===== config.mk =====
export PLATFORM = sky130hd
export DESIGN_NAME = uart_dma_req_gen
export DESIGN_NICKNAME = d
export VERILOG_FILES = /design/src/rtl/uart_dma_pkg.sv /design/src/rtl/uart_dma_trig_dec.sv /design/src/rtl/uart_dma_burst.sv /design/src/rtl/uart_dma_req_gen.sv
export SDC_FILE = /design/constraint.sdc
export NUM_CORES = 1
export LEC_CHECK = 0
export CORE_MARGIN = 2
export CORE_UTILIZATION = 30
export CTS_CLUSTER_SIZE = 20
export DETAILED_ROUTE_END_ITERATION = 12
export DONT_BUFFER_PORTS = 1
export GPL_TIMING_DRIVEN = 1
export PLACE_DENSITY = 0.53
export SYNTH_ARGS = -nofsm -noshare
export SYNTH_HDL_FRONTEND = slang
export SYNTH_SLANG_ARGS = --single-unit

===== constraint.sdc =====
create_clock -name clk -period 11.26 [get_ports clk]
set_input_delay 2.252 -clock clk [delete_from_list [all_inputs] [get_ports clk]]
set_output_delay 2.252 -clock clk [all_outputs]
set_load 0.01 [all_outputs]

===== src/rtl/uart_dma_pkg.sv =====
package uart_dma_pkg;
  localparam int FIFO_DEPTH = 64;
  localparam int FIELD_W    = 6;

  // Coarse burst presets selected by the 2-bit field
  function automatic logic [FIELD_W-1:0] preset_burst(input logic [1:0] sel);
    logic [FIELD_W-1:0] v;
    case (sel)
      2'd0:    v = 6'd8;
      2'd1:    v = 6'd16;
      2'd2:    v = 6'd32;
      default: v = 6'd56;
    endcase
    return v;
  endfunction
endpackage


===== src/rtl/uart_dma_trig_dec.sv =====
module uart_dma_trig_dec #(
  parameter int CW = 7
) (
  input  logic          fine,
  input  logic [1:0]    sel,
  input  logic [3:0]    hi,
  output logic [CW-1:0] burst
);
  import uart_dma_pkg::*;

  logic [FIELD_W-1:0] raw;

  always_comb begin
    raw = fine ? {hi, sel} : preset_burst(sel);
    if (raw == '0) burst = {{(CW-1){1'b0}}, 1'b1};
    else           burst = {{(CW-FIELD_W){1'b0}}, raw};
  end
endmodule


===== src/rtl/uart_dma_burst.sv =====
module uart_dma_burst #(
  parameter int CW = 7
) (
  input  logic          clk,
  input  logic          rst,
  input  logic          en,
  input  logic          start,
  input  logic          strobe,
  input  logic [CW-1:0] size,
  output logic          req
);
  logic [CW-1:0] cnt_q;
  logic [CW-1:0] size_q;
  logic [CW-1:0] cnt_nxt;

  assign cnt_nxt = cnt_q + 1'b1;

  always_ff @(posedge clk) begin
    if (rst || !en) begin
      req    <= 1'b0;
      cnt_q  <= '0;
      size_q <= {{(CW-1){1'b0}}, 1'b1};
    end else if (!req) begin
      if (start) begin
        req    <= 1'b1;
        cnt_q  <= '0;
        size_q <= size;
      end
    end else if (strobe) begin
      if (cnt_nxt == size_q) begin
        req   <= 1'b0;
        cnt_q <= '0;
      end else begin
        cnt_q <= cnt_nxt;
      end
    end
  end
endmodule


===== src/rtl/uart_dma_req_gen.sv =====
module uart_dma_req_gen #(
  parameter int DEPTH = uart_dma_pkg::FIFO_DEPTH,
  parameter int THRW  = uart_dma_pkg::FIELD_W,
  parameter int CW    = $clog2(DEPTH + 1)
) (
  input  logic            clk,
  input  logic            rst,
  input  logic            dma_en,
  input  logic [CW-1:0]   rx_level,
  input  logic            rx_pop,
  input  logic            rx_fine,
  input  logic [1:0]      rx_sel,
  input  logic [3:0]      rx_hi,
  input  logic [CW-1:0]   tx_level,
  input  logic            tx_push,
  input  logic            tx_fine,
  input  logic [1:0]      tx_sel,
  input  logic [3:0]      tx_hi,
  input  logic            tx_thr_mode,
  input  logic [THRW-1:0] tx_thr,
  output logic            rx_req,
  output logic            tx_req
);
  localparam int SW = CW + 1;
  localparam logic [CW-1:0] DEPTH_C  = CW'(DEPTH);
  localparam logic [SW-1:0] DEPTH_SW = SW'(DEPTH);

  logic [CW-1:0] rx_burst, tx_burst;
  logic [CW-1:0] tx_free, thr_ext;
  logic [SW-1:0] thr_sum;
  logic          thr_fits, use_thr, rx_start, tx_start;

  uart_dma_trig_dec #(.CW(CW)) u_rx_dec (
    .fine(rx_fine), .sel(rx_sel), .hi(rx_hi), .burst(rx_burst));

  uart_dma_trig_dec #(.CW(CW)) u_tx_dec (
    .fine(tx_fine), .sel(tx_sel), .hi(tx_hi), .burst(tx_burst));

  always_comb begin
    thr_ext  = {{(CW-THRW){1'b0}}, tx_thr};
    tx_free  = DEPTH_C - tx_level;
    thr_sum  = {1'b0, thr_ext} + {1'b0, tx_burst};
    thr_fits = (thr_sum <= DEPTH_SW);
    use_thr  = tx_thr_mode && thr_fits;
    rx_start = (rx_level >= rx_burst);
    tx_start = use_thr ? (tx_level <= thr_ext) : (tx_free >= tx_burst);
  end

  uart_dma_burst #(.CW(CW)) u_rx_burst (
    .clk(clk), .rst(rst), .en(dma_en), .start(rx_start),
    .strobe(rx_pop), .size(rx_burst), .req(rx_req));

  uart_dma_burst #(.CW(CW)) u_tx_burst (
    .clk(clk), .rst(rst), .en(dma_en), .start(tx_start),
    .strobe(tx_push), .size(tx_burst), .req(tx_req));
endmodule


==> results.toml, run 1 <==
[floorplan]
fp.dieH_um = 95.5
num_io_pins = 42
dieWidth_um = 95.5
core_area_um2 = 8180
initial_utilization_pct = 30.7
placementRows = 33
die_area_um2 = 9120

[pwr]
p_switching_w = 0.0000814
power_density_nw_per_um2 = 98.9
power_frac_seq_pct = 40.0
power.leakage_nw = 1.12
intPower_w = 0.000184
irDropWorstVdd_mv = 0.0579
clkPwrFrac_pct = 30.5
switching_share_pct = 30.6
p_comb_share_pct = 29.4

[critical_path]
critPathRequiredTime_ns = 11.44
end_kind = "flop"
crit_fanout = 6
path_cells = "inv_1 -> ha_1 -> mux2i_1 -> nand3_1 -> o21ai_0 -> ha_1 -> inv_1 -> fa_1 -> nand2b_1 -> a21oi_1 -> o21ai_1 -> o221a_2 -> a31oi_1 -> a21oi_1 -> a211oi_1"
path_class = "in2reg"
slowest_delay_ns = 0.41
crit_slowest_cell = "o21ai_0"
worst_setup_path_start_kind = "primary input"
cp_data_arrival_time_ns = 5.65

[synth]
yosys.area.top_type_share_pct = 22.3
synthTopCellsByCount = "31 x ha_1, 31 x nand2_1, 28 x dfxtp_1, 25 x nor2_1, 22 x inv_1"
syn-num-nets = 383
ys.flop_type = "dfxtp_1"
yosys-top-cells-area = "dfxtp_1 22%, ha_1 15%, xnor2_1 5.2%, nand2_1 4.6%, nor2_1 3.7%"
synth-edff-count = 0
syn_area_um2 = 2510
synthArstFlopShare_pct = 0
ys_seq_elements = 28
ys_seq_area_share_pct = 22.3
syn_inst = 311
ys_warn_count = 0
synth_cell_types = 58
yosys.area.top_type = "dfxtp_1"
synth.avg_cell_area_um2 = 8.08

[placed_design]
portBuffers = 0
gp_congestion = 0.863
pre_cts_ws_ns = 5.47
dp.cells = 410
dpl.hpwl_um = 4680

[global_routing]
grt_pass1_wl_um = 9430
antenna_found_initial = 0
grt_pass1_vias = 2035
grt-ovfl-total = 0
grtUsageTotal_pct = 12.9
grt_max_degree = 21

[clock_network]
cts_resized = 0
clkSinkCount = 28
post-cts-setup-buffer-count = 0
clk_pin_slew_ns = 0.09
cts_max_level = 1
clock_path_buffers = 2
numCtsBuffers = 3
cts_tree = "done"
clock_latency_ns = 0.28
postCtsHoldBufs = 0
clock-root-buffer = "clkbuf_8"

[final_layout]
fin_cells = 414
area.growth.synth_to_final_pct = 6.87
final_util_pct = 32.8
finalNetCount = 382
drive_above_1_share_pct = 8.09
n_antenna_cell = 0

[routing]
viasPerCell = 5.07
drtIter0Drc = 83
drt-pass1-iter-count = 4
drcViolationCount = 0
wire_per_inst_um = 13.8
vias = 2101
routed_wirelength_um = 5710
antenna_left = 0

[timing]
period_share_pct = 48.6
max_slew_margin_pct = 45.4
period_needed_ns = 5.47
maxSlewViolCount = 0
hold_viol = 0
fmax_ghz = 0.183
setup_violations = 0
fin_tns_setup_ns = 0
tightest_slew_ns = 0.819
rsz0062_at_grt = "no"
timing.final.ws_setup_ns = 5.79
fin_skew_ns = 0.0131

[flow_run]
maxCapViolCount = 0

[status]
outcome = "completed"

[worst_hold_path]
worstHoldPathType = "reg2reg"
-- sequential cells by signal, indices dropped and copies added (netlist names) --
| signal | flops |
|---|---|
| u_tx_burst.cnt_q | 7 |
| u_rx_burst.req | 1 |
| u_tx_burst.size_q | 6 |
| u_rx_burst.cnt_q | 7 |
| u_tx_burst.req | 1 |
| u_rx_burst.size_q | 6 |
-- path summary, 6_finish.rpt --
path,start,end,slack [ns],cells after the start
worst max-delay path,tx_sel[1],u_tx_burst.size_q[3]$_SDFFE_PP0P_,5.79,15
worst min-delay path,u_tx_burst.cnt_q[6]$_SDFFE_PP0P_,u_tx_burst.cnt_q[6]$_SDFFE_PP0P_,0.50,2
worst max register to register,u_rx_burst.cnt_q[0]$_SDFFE_PP0P_,u_rx_burst.cnt_q[1]$_SDFFE_PP0P_,9.03,7
worst min register to register,u_tx_burst.cnt_q[6]$_SDFFE_PP0P_,u_tx_burst.cnt_q[6]$_SDFFE_PP0P_,0.50,2
-- layout make-up --
type	count	area, um^2
well taps	105	131
clock inverters	1	30.0
fillers	885	5490
multi-input cells	255	1840
clock buffers	3	41.3
flip-flops and latches	28	561
inverters	22	82.6
-- kinds of logic after synthesis --
family	share of synthesized area, %
AND/OR/NAND/NOR	22.1
flip-flops	22.3
adder cells (fa/ha/maj)	16.2
buffers and inverters	4.48
XOR/XNOR	8.22
multiplexers	2.89
AO/OA/AOI/OAI	23.8
-- worst max-delay path, delay by kind of cell --
| family | cells | cell delay [ns] |
|---|---|---|
| AOI/OAI and AO/OA | 7 | 1.80 |
| adders and majority gates | 3 | 0.93 |
| buffers and inverters | 2 | 0.09 |
| muxes | 1 | 0.29 |
| and+or+nand+nor | 2 | 0.29 |
-- power by group through the flow --
| stage | registers [W] | clock network (W) | logic (W) |
|---|---|---|---|
| 3_5_place_dp | 0.000109 | 0 | 0.0000786 |
| 4_1_cts | 0.000106 | 0.0000840 | 0.0000790 |
| 5_1_grt | 0.000107 | 0.0000879 | 0.0000887 |
| 2_1_floorplan | 0.000107 | 0 | 0.0000669 |
| 6_report | 0.000106 | 0.0000810 | 0.0000781 |
| 3_3_place_gp | 0.000109 | 0 | 0.0000775 |
-- cell usage in the layout (no fill, tap or decap), types with 2 or more instances in the layout --
cell type	n
nor2_1	25
ha_1	31
o2bb2ai_1	3
mux2i_1	5
nand3b_1	3
or2b_2	3
a21o_1	9
clkbuf_8	3
a31oi_1	6
o21ai_0	15
inv_1	22
nand3_1	17
xor2_1	6
nor3_1	8
o21a_1	2
or3_1	2
xnor2_1	15
nor2b_1	4
mux2_2	2
nand2_1	31
a211oi_1	9
o32ai_1	2
dfxtp_1	28
o22ai_1	2
nand2b_1	5
a32o_2	3
a21oi_1	17
-- layer usage --
metal,vias up,global-route usage (%),part of all wire (%)
met5,-,0,0
met4,0,1.31,0.47
met3,2,3.24,5.1
met2,40,22.6,46
met1,946,16.5,48
li1,1113,-,-
-- metrics by stage --
step           hold WS (ns)  area (um^2)  power [W]
2_1_floorplan         0.459         2510   0.000174
3_3_place_gp          0.476         2610   0.000186
3_5_place_dp          0.485         2610   0.000187
4_1_cts               0.499         2690   0.000269
5_1_grt               0.532         2690   0.000283
6_report              0.496         2690   0.000265
Note: power is estimated with default switching activity, not from simulation.
==> run 2, diff against run 1 <==
--- a/config.mk
+++ b/config.mk
@@ -11,7 +11,7 @@
 export DETAILED_ROUTE_END_ITERATION = 12
 export DONT_BUFFER_PORTS = 1
 export GPL_TIMING_DRIVEN = 1
-export PLACE_DENSITY = 0.53
+export PLACE_DENSITY = 0.54
 export SYNTH_ARGS = -nofsm -noshare
 export SYNTH_HDL_FRONTEND = slang
 export SYNTH_SLANG_ARGS = --single-unit
==> constraint.sdc (replaced) <==
create_clock -name clk -period 4.38 [get_ports clk]
set_input_delay 0.876 -clock clk [delete_from_list [all_inputs] [get_ports clk]]
set_output_delay 0.876 -clock clk [all_outputs]
set_load 0.01 [all_outputs]
==> run 2 against run 1 <==
  * Sequential power grew to 2.6 times the previous value
  * Setup slack got worse by 5.1 ns
  * Highest routed layer unchanged
  * Utilization rose by 0.37 points
==> results.toml, run 2 (synthesized netlist as in run 1, its figures left out) <==
[flow_run]
maxCapViolCount = 0

[floorplan]
num_io_pins = 42
die_area_um2 = 9120
fp.dieH_um = 95.5
placementRows = 33
initial_utilization_pct = 30.7
dieWidth_um = 95.5
core_area_um2 = 8180

[timing]
max_slew_margin_pct = 44.8
period_needed_ns = 3.71
rsz0062_at_grt = "no"
hold_viol = 0
hold_ws_ns = 0.497
fmax_ghz = 0.270
setup_violations = 0
tightest_slew_ns = 0.828
fin_skew_ns = 0.00235
maxSlewViolCount = 0
fin_tns_setup_ns = 0
period_share_pct = 84.6

[final_layout]
reg_top3 = "u_rx_burst.cnt_q (7), u_tx_burst.cnt_q (7)"
area.growth.synth_to_final_pct = 8.07
finalNetCount = 386
fill_cells = 856
final_cell_mix = "31 x nand2_1, 31 x ha_1, 28 x dfxtp_1"
drive_above_1_share_pct = 9.27
n_antenna_cell = 0

[status]
outcome = "completed"

[critical_path]
cp_num_buf_inv = 2
path_class = "in2reg"
critPathRequiredTime_ns = 4.51
crit_slowest_cell = "fa_1"
worst_setup_path_start_kind = "primary input"
cp_data_arrival_time_ns = 3.84
slowest_delay_ns = 0.40
path_cells = "inv_1 -> ha_1 -> mux2i_1 -> nand3_1 -> o21ai_0 -> ha_1 -> inv_1 -> fa_1 -> nand2b_1 -> a21oi_1 -> o21ai_1 -> o221a_2 -> a31o_2 -> nor2_1 -> a211oi_1"
end_kind = "flop"
cpLargestDelayFamily = "compound AO/OA/AOI/OAI gates"
crit_fanout = 6

[placed_design]
dpl.hpwl_um = 4660
portBuffers = 0
gp_congestion = 0.871

[routing]
wire_per_inst_um = 13.5
antenna_left = 0
wl_met3_um = 261
wl_met2_um = 2610
wl_met1_um = 2750
vias = 2157
drtIter0Drc = 69
viasPerCell = 5.16
top_layer_used = "met4"
routed_wirelength_um = 5640
drt-pass1-iter-count = 4
drcViolationCount = 0

[global_routing]
grt_pass1_wl_um = 9430
antenna_found_initial = 0
grt_pass1_vias = 2031
grt_max_degree = 21
grtUsageTotal_pct = 12.8
grt-ovfl-total = 0

[clock_network]
clkSinkCount = 28
post-cts-setup-buffer-count = 0
clock_path_buffers = 2
numCtsBuffers = 3
cts_max_level = 1
cts_resized = 0
clock-root-buffer = "clkbuf_8"
clock_latency_ns = 0.28
clk_pin_slew_ns = 0.10
postCtsHoldBufs = 0
cts_tree = "done"

[pwr]
total_power_w = 0.000687
irDropWorstVdd_mv = 0.170
power_density_nw_per_um2 = 253
power.leakage_nw = 1.14

[worst_hold_path]
worstHoldPathType = "reg2reg"
==> run 2: cell types whose count changed in the layout (fill, tap and decap cells not counted) <==
cell,before,now
buf_4,0,4
==> run 2: worst register-to-register path: stages, from the launching register on <==
cell       delay [ns]
dfxtp_1          0.42
ha_1             0.25
nand3_1          0.16
or3_1            0.39
a2111oi_4        0.44
nor2_2           0.14
a22oi_1          0.21
nor2_1           0.06
==> run 2: cell type report <==
class                           count  area [um^2]  share of cell area (%)
Multi-Input combinational cell    255         1840                    67.7
Sequential cell                    28          561                    20.6
Tap cell                          105          131                    4.84
Inverter                           22         82.6                    3.04
Clock buffer                        3         41.3                    1.52
Clock inverter                      1         30.0                    1.11
Timing Repair Buffer                4         30.0                    1.11
==> run 2: stage by stage <==
| step | util [%] | area, um^2 | setup slack, ns | cells |
|---|---|---|---|---|
| 2_1_floorplan | - | 2510 | 0.482 | 311 |
| 3_3_place_gp | 32.3 | 2640 | 0.454 | 414 |
| 3_5_place_dp | 32.3 | 2640 | 0.361 | 414 |
| 4_1_cts | 33.2 | 2720 | 0.665 | 418 |
| 5_1_grt | 33.2 | 2720 | 0.282 | 418 |
| 6_report | 33.2 | 2720 | 0.673 | 418 |
==> run 2: worst paths after layout <==
| path | from | endpoint | slack (ns) | cells past startpoint |
|---|---|---|---|---|
| worst max-delay path | tx_sel[1] | u_tx_burst.size_q[3]$_SDFFE_PP0P_ | 0.67 | 15 |
| worst min-delay path | u_tx_burst.cnt_q[1]$_SDFFE_PP0P_ | u_tx_burst.cnt_q[1]$_SDFFE_PP0P_ | 0.50 | 2 |
| worst max register to register | u_rx_burst.cnt_q[0]$_SDFFE_PP0P_ | u_rx_burst.cnt_q[1]$_SDFFE_PP0P_ | 2.18 | 7 |
| worst min register to register | u_tx_burst.cnt_q[1]$_SDFFE_PP0P_ | u_tx_burst.cnt_q[1]$_SDFFE_PP0P_ | 0.50 | 2 |
==> run 2: routing by layer <==
layer  track usage [%]  up-vias
met3              2.45        5
met2              22.0       40
met1              17.3      983
li1                  -     1129
met5                 0        -
met4              1.07        0
==> run 2: power breakdown <==
part | internal [W] | switching [W] | leakage (nW)
logic | 0.0000925 | 0.000114 | 0.873
registers | 0.000263 | 0.00000993 | 0.227
clock network | 0.000123 | 0.0000852 | 0.0357
total | 0.000478 | 0.000209 | 1.14
